<file path="src/rtl/fma_nan_select.sv">
module fma_nan_select (
  input  logic        clk,
  input  logic        rst_n,
  input  logic        in_valid,
  input  logic [2:0]  mode,
  input  logic        first_nan,
  input  logic        inf_zero,
  input  logic [31:0] op_a,
  input  logic [31:0] op_b,
  input  logic [31:0] op_c,
  output logic        out_valid,
  output logic [1:0]  out_sel,
  output logic        out_invalid,
  output logic [31:0] out_result
);

  localparam logic [31:0] DNAN_STD = 32'h7FC0_0000;
  localparam logic [31:0] DNAN_LEG = 32'h7FBF_FFFF;

  logic        leg;
  logic        na, nb, nc, sa, sb, sc, qa, qb, qc;
  logic [1:0]  sel;
  logic        rule_inv;
  logic [31:0] picked, res, dnan;
  logic        pick_sig, take;

  assign leg = (mode == 3'd2);
  assign na  = (&op_a[30:23]) && (|op_a[22:0]);
  assign nb  = (&op_b[30:23]) && (|op_b[22:0]);
  assign nc  = (&op_c[30:23]) && (|op_c[22:0]);
  assign sa  = na && (op_a[22] == leg);
  assign sb  = nb && (op_b[22] == leg);
  assign sc  = nc && (op_c[22] == leg);
  assign qa  = na && !sa;
  assign qb  = nb && !sb;
  assign qc  = nc && !sc;

  always_comb begin
    sel      = 2'd0;
    rule_inv = 1'b0;
    case (mode)
      3'd1: begin
        if (inf_zero && qc) begin sel = 2'd3; rule_inv = 1'b1; end
        else if (sc) sel = 2'd2;
        else if (sa) sel = 2'd0;
        else if (sb) sel = 2'd1;
        else if (qc) sel = 2'd2;
        else if (qa) sel = 2'd0;
        else         sel = 2'd1;
      end
      3'd2: begin
        if (inf_zero) begin sel = 2'd3; rule_inv = 1'b1; end
        else if (sa) sel = 2'd0;
        else if (sb) sel = 2'd1;
        else if (sc) sel = 2'd2;
        else if (qa) sel = 2'd0;
        else if (qb) sel = 2'd1;
        else         sel = 2'd2;
      end
      3'd3: begin
        if (inf_zero) begin sel = 2'd2; rule_inv = 1'b1; end
        else if (sc) sel = 2'd2;
        else if (sa) sel = 2'd0;
        else if (sb) sel = 2'd1;
        else if (qc) sel = 2'd2;
        else if (qa) sel = 2'd0;
        else         sel = 2'd1;
      end
      3'd4: begin
        if (inf_zero) begin sel = 2'd2; rule_inv = 1'b1; end
        else if (na) sel = 2'd0;
        else if (nc) sel = 2'd2;
        else         sel = 2'd1;
      end
      3'd5: begin
        if (inf_zero) begin sel = 2'd2; rule_inv = 1'b1; end
        else if (first_nan) sel = na ? 2'd0 : (nb ? 2'd1 : 2'd2);
        else                sel = nc ? 2'd2 : (nb ? 2'd1 : 2'd0);
      end
      default: sel = na ? 2'd0 : (nb ? 2'd1 : 2'd2);
    endcase
  end

  always_comb begin
    case (sel)
      2'd0:    begin picked = op_a; pick_sig = sa; end
      2'd1:    begin picked = op_b; pick_sig = sb; end
      default: begin picked = op_c; pick_sig = sc; end
    endcase
  end

  assign dnan = leg ? DNAN_LEG : DNAN_STD;
  assign res  = (sel == 2'd3) ? dnan
              : pick_sig ? (leg ? dnan : (picked | 32'h0040_0000))
              : picked;
  assign take = in_valid && (na || nb || nc || inf_zero);

  always_ff @(posedge clk) begin
    if (!rst_n || !take) begin
      out_valid   <= 1'b0;
      out_sel     <= 2'd0;
      out_invalid <= 1'b0;
      out_result  <= 32'd0;
    end else begin
      out_valid   <= 1'b1;
      out_sel     <= sel;
      out_invalid <= rule_inv || sa || sb || sc;
      out_result  <= res;
    end
  end

  a_r1_idle_zero: assert property (@(posedge clk) disable iff (!rst_n)
    !out_valid |-> (out_sel == 2'd0 && !out_invalid && out_result == 32'd0));

  a_r1_valid_source: assert property (@(posedge clk) disable iff (!rst_n)
    out_valid |-> $past(in_valid));

  a_r3_default_code_modes: assert property (@(posedge clk) disable iff (!rst_n)
    (out_valid && out_sel == 2'd3) |-> ($past(mode) == 3'd1 || $past(mode) == 3'd2));

  a_r4_legacy_infzero: assert property (@(posedge clk) disable iff (!rst_n)
    (out_valid && $past(mode) == 3'd2 && $past(inf_zero)) |-> (out_sel == 2'd3 && out_invalid));

  a_r10_nan_out: assert property (@(posedge clk) disable iff (!rst_n)
    (out_valid && !$past(inf_zero)) |-> (&out_result[30:23] && |out_result[22:0]));

  a_r10_quiet_out: assert property (@(posedge clk) disable iff (!rst_n)
    (out_valid && !$past(inf_zero) && $past(mode) != 3'd2) |-> out_result[22]);

  a_r5_infzero_c: assert property (@(posedge clk) disable iff (!rst_n)
    (out_valid && $past(inf_zero) && $past(mode) >= 3'd3 && $past(mode) <= 3'd5)
      |-> (out_sel == 2'd2 && out_invalid));

endmodule

</file>
<file path="config.mk">
export PLATFORM = sky130hd
export DESIGN_NAME = fma_nan_select
export DESIGN_NICKNAME = d
export VERILOG_FILES = /design/src/rtl/fma_nan_select.sv
export SDC_FILE = /design/constraint.sdc
export NUM_CORES = 1
export LEC_CHECK = 0
export ABC_AREA = 1
export BUFFER_PORTS_ARGS = -buffer_cell sky130_fd_sc_hd__buf_2
export CORE_MARGIN = 1
export CORE_UTILIZATION = 48
export DETAILED_ROUTE_END_ITERATION = 7
export HOLD_SLACK_MARGIN = 0.1
export PLACE_DENSITY_LB_ADDON = 0.08
export SLEW_MARGIN = 10
export SYNTH_ARGS = -nofsm -noshare
export SYNTH_HDL_FRONTEND = slang
export SYNTH_SLANG_ARGS = --single-unit
</file>
<file path="constraint.sdc">
create_clock -name clk -period 4.4 [get_ports clk]
set_input_delay 0.44 -clock clk [delete_from_list [all_inputs] [get_ports clk]]
set_output_delay 0.44 -clock clk [all_outputs]
set_load 0.03 [all_outputs]
</file>
# After elaboration in Yosys (flattened, before gate mapping)
# Cells that the tools add are included.
# op_classes
n_mux	33
n_reduce_logical	31
n_eq_ne	10
# op_table
op	count
32-bit 2-to-1 mux	3
23-bit OR reduction	3
32-bit one-hot mux with 2 select lines	1
2-bit 2-to-1 mux	20
8-bit AND reduction	3
23-bit 2-to-1 mux	1
1-bit logical AND	11
2-bit one-hot mux with 5 select lines	1
1-bit logical OR	7
3-bit by 2-bit equality test with 1-bit output, second input constant	2
3-bit equality test, second input constant	2
1-bit zero test	5
1-bit 2-to-1 mux	5
1-bit one-hot mux with 2 select lines	2
4-bit OR reduction	1
1-bit equality test	3
3-bit by 1-bit equality test with 1-bit output, second input constant	1
2-bit by 1-bit equality test with 1-bit output, second input constant	1
2-bit equality test, second input constant	1
2-bit zero test	1
# word_totals
output_inout_bits	36
input_bits	104
reg_bits	36

# Logic depth before layout (Yosys ltp)
# logic_depth
ltp_word	17
ltp_mapped	21

# Worst setup path before layout
# Ideal clock, no wire load.
# synth_path
kind	input to register
startpoint	in op_a[14]
endpoint	reg out_result[10]
setup_ps	115
t_arrival_ps	2105
n_path_buf	1
stages	17
setup_slack_ps	2180
required_ps	4285
cell_sequence	nor2_1 -> nand2_1 -> nor2_1 -> nand3_1 -> nand2_1 -> inv_2 -> nor2_1 -> nand2_1 -> nand3b_1 -> nor2_2 -> a21oi_4 -> nand3_1 -> nand3_1 -> nand2_1 -> nand3_2 -> buf_4 -> nand2_1
# synth_via
elab_chain_len	17
word_cells_on_any_way	37
cone_classes	eq/ne: 2; mux: 23; reduce/logical: 12
# synth_lines
item	line	rtl
start: declaration	8	input logic [31:0] op_a,
23-bit OR reduction (*)	28	assign na = (&op_a[30:23]) && (|op_a[22:0]);
1-bit logical AND (*)	28	
1-bit logical AND	31	assign sa = na && (op_a[22] == leg);
1-bit zero test	34	assign qa = na && !sa;
1-bit logical AND	34	
1-bit 2-to-1 mux	48, 66	
2-bit 2-to-1 mux	47	else if (qc) sel = 2'd2;
2-bit 2-to-1 mux	46	else if (sb) sel = 2'd1;
2-bit 2-to-1 mux	63	else if (sa) sel = 2'd0;
2-bit 2-to-1 mux	44	else if (sc) sel = 2'd2;
2-bit 2-to-1 mux (on tied branches)	61, 43	
2-bit one-hot mux with 5 select lines	41	case (mode)
2-bit by 1-bit equality test with 1-bit output / 2-bit zero test (equally long branches)	85	case (sel)
32-bit one-hot mux with 2 select lines	85	
32-bit 2-to-1 mux (2 in series)	94	: pick_sig ? (leg ? dnan : (picked | 32'h0040_0000))
32-bit 2-to-1 mux	93	assign res = (sel == 2'd3) ? dnan
end signal: assignment	108	out_result <= res;
end: declaration	14	output logic [31:0] out_result
# Mark *: on every way between the ends. The rest lies on a longest branch, timed or not.
# A chain may end at the register's enable or synchronous reset.

# Worst setup path in the final report
# layout_path
startpoint	in op_c[22]
endpoint	reg out_result[11]
# layout_via
elab_chain_len	16
word_cells_on_any_way	37
cone_classes	eq/ne: 3; mux: 22; reduce/logical: 12
# layout_lines
item	line	rtl
start: declaration	10	input logic [31:0] op_c,
23-bit OR reduction	30	assign nc = (&op_c[30:23]) && (|op_c[22:0]);
1-bit logical AND	30	
1-bit logical AND	33	assign sc = nc && (op_c[22] == leg);
1-bit zero test	36	assign qc = nc && !sc;
1-bit logical AND	36	
2-bit 2-to-1 mux	47	
2-bit 2-to-1 mux	46	
2-bit 2-to-1 mux	63	
2-bit 2-to-1 mux	44	
2-bit 2-to-1 mux (on tied branches)	61, 43	
2-bit one-hot mux with 5 select lines	41	
2-bit by 1-bit equality test with 1-bit output / 2-bit zero test (equally long branches)	85	
32-bit one-hot mux with 2 select lines	85	
32-bit 2-to-1 mux (2 in series)	94	
32-bit 2-to-1 mux	93	
# Parallel ways exist; a longest one is shown, timed or not.

==> metrics.txt <==
status=finished clean; hold endpoint=out_result[23]; CP most frequent cell=nand2_1; worst setup margin=1.53 ns; Die Span Y=73.4 µm; CTS H-tree lvls=2; PwrDens=267 mW/mm²; synthesis-stage register bit count=36; All-Layer GR Usage=28.0%; die area=0.00539 mm²; CP max FO=34; grt met1 use=36.1%; Yosys warnings=0; Die Wd=73.4 µm; max_cap viols=0; WL per Instance=11.8 µm; NumNets Final=669; grt met2 use=46.5%; Tightest Pin Transition=0.896 ns; area added between synthesis and finish=32.0%; detailed placement HPWL=5.81 mm; Synth top area share=30.8%; RePlAce Congestion=0.896; post-cts sizing count=0; initial core utilization=50.8%; number of synthesized flops with an enable pin=0; Antenna diodes=0; setup_tns=0 ns; syn_area_per_cell=5.65 µm²; CP arrival=3.08 ns; Core Box Area=0.00482 mm²; drt drc=0; CP Data Required Time=4.62 ns; clk sink count=36; Synth async-reset ratio=0%; busiest grt layer=met2; Max Fclk=0.349 GHz; Post-CTS Hold Fix Bufs=0; LEAKAGE=1.89 nW; pre-CTS setup slack=1.27 ns; Rows=25; period utilisation layout=65.2%; top_reg_cell synth=dfxtp_1; RSZ-0062 raised after global routing=no; TritonCTS clock tree=built; vias in the first global route=2677; layout cell share with drive strength beyond 1=29.9%; met3 Use GR=5.62%; critical setup path kind=in2reg; synthesized cell area=0.00245 mm²; initial antenna violation count=0; TritonRoute pass-1 iters=5; Mapped Cells=433; synth top area cells=nand2_1 31%, dfxtp_1 29%, nor2_1 10%, nand3_1 9.4%, inv_1 3.5%; CP max stage cell=nor2_4; postcts setup bufs=0; most frequent cells in the layout=201 x nand2_1, 139 x buf_2, 68 x nor2_1, 46 x nand3_1, 36 x dfxtp_1; # port buffers=139; Final Max Tran Viols=0; fill cell count=465; Peak VDD IR=159 µV; grt ovf=0; register area share after synthesis=29.5%; CTS Buffer Depth=2; first-pass GRT wire length=11.7 mm; post-synth top area cell=nand2_1; DR vias=3177; Max transition margin=40.2%; Hold Crit Class=in2reg; Critical Path Sink Type=flip-flop; CTS Buf Count=5; WP buf/inv=3; largest net degree at the start of global routing=35; final critical-path required period=2.87 ns; syn_nets=537; Avg Vias per Cell=5.03; Detail Route Antenna Nets=0; final WL=7.49 mm; initial DRC count=235; # IOs=140; startpoint types=input port; Synth cell types=24; Root Driver=clkbuf_8; clock-pin slew on the worst setup and hold paths=0.07 ns; Hold Path Depth=5; Final setup viols=0; max incr delay on CP=0.64 ns; commonest non-fill, non-tap cell in the layout=nand2_1; largest delay contributor family on the critical path=simple AND/OR/NAND/NOR gates; crit-path cells=buf_2, inv_1, nand2_1, nor2_1, nand3_1, nand2_1, nand2_1, nand2_1, nand2_1, nand2_1, nand2_1, nor2_1, nand3_1, nand2_2, inv_2, nor2_4, nand2_1, nand3_1, nand2_1, nand2_1; final hold violations=0; HP Start=op_a[23]
## report_power, final
part | switching [mW] | total, mW | leakage, nW | internal, mW
logic | 0.169 | 0.265 | 1.54 | 0.0959
registers | 0.00315 | 0.343 | 0.293 | 0.340
clock network | 0.115 | 0.254 | 0.0503 | 0.140
total | 0.287 | 0.862 | 1.89 | 0.575
## worst min-delay path, stage by stage
cell and delay (ns):
buf_2 0.09, nand2_1 0.05, nand3_1 0.06, nand2_1 0.04
inv_1 0.04
## cell type report
cell class                 instances  area, µm²  share of cell area, %
clock buffer                       7       96.3                   2.98
inverter                          31        116                   3.60
multi-input combinational        352       1520                   47.0
sequential                        36        721                   22.3
tap                               67       83.8                   2.60
timing repair buffer             139        696                   21.5
## metrics by stage
step | hold slack, ns | area (µm²) | instances | total power, mW | utilization, %
floorplan | 0.631 | 2450 | 433 | 0.524 | -
global placement | 0.747 | 3130 | 625 | 0.610 | 65.0
detailed placement | 0.747 | 3130 | 625 | 0.611 | 65.0
CTS | 0.459 | 3230 | 632 | 0.865 | 67.0
global route | 0.488 | 3230 | 632 | 0.909 | 67.0
finish | 0.460 | 3230 | 632 | 0.862 | 67.0
## how the worst max path moves through the flow
stage                endpoint  slack [ns]  depth (start not counted)     start
4_1_cts        out_result[11]        1.55                         20  op_c[22]
3_3_place_gp   out_result[11]        1.31                         20  op_c[22]
5_1_grt         out_result[4]        1.14                         17  op_a[30]
3_5_place_dp   out_result[11]        1.27                         20  op_c[22]
2_1_floorplan  out_result[10]        2.18                         17  op_a[14]
6_report       out_result[11]        1.53                         20  op_c[22]
## sequential cells by signal, summed over array words and instances, names as in the netlist
name and cells:
out_result 32, out_sel 2, out_valid 1, out_invalid 1
## cell usage after synthesis (2+ instances only)
| master | number |
|---|---|
| nor2_1 | 68 |
| buf_4 | 7 |
| buf_2 | 4 |
| nor2_4 | 3 |
| o21ai_0 | 10 |
| nand2_1 | 201 |
| nand3_1 | 46 |
| nand4_1 | 8 |
| nor2_2 | 3 |
| nand2_2 | 4 |
| inv_1 | 23 |
| nand3_2 | 2 |
| dfxtp_1 | 36 |
| inv_2 | 8 |
## cell families (layout without fill, tap and decap cells)
| family | Yosys count | in the layout | share of synthesized area [%] |
|---|---|---|---|
| xor gates and xnor gates | 1 | 1 | 0.665 |
| AOI/OAI and AO/OA | 14 | 14 | 3.48 |
| buffers and inverters | 45 | 177 | 8.54 |
| DFF | 36 | 36 | 29.5 |
| and+or+nand+nor | 337 | 337 | 57.9 |
## layer usage
layer	vias to the layer above	wire (µm)
li1	1605	-
met1	1398	3380
met2	162	3370
met3	12	618
met4	0	123
met5	-	0
Power figures use the tool's default switching activity.
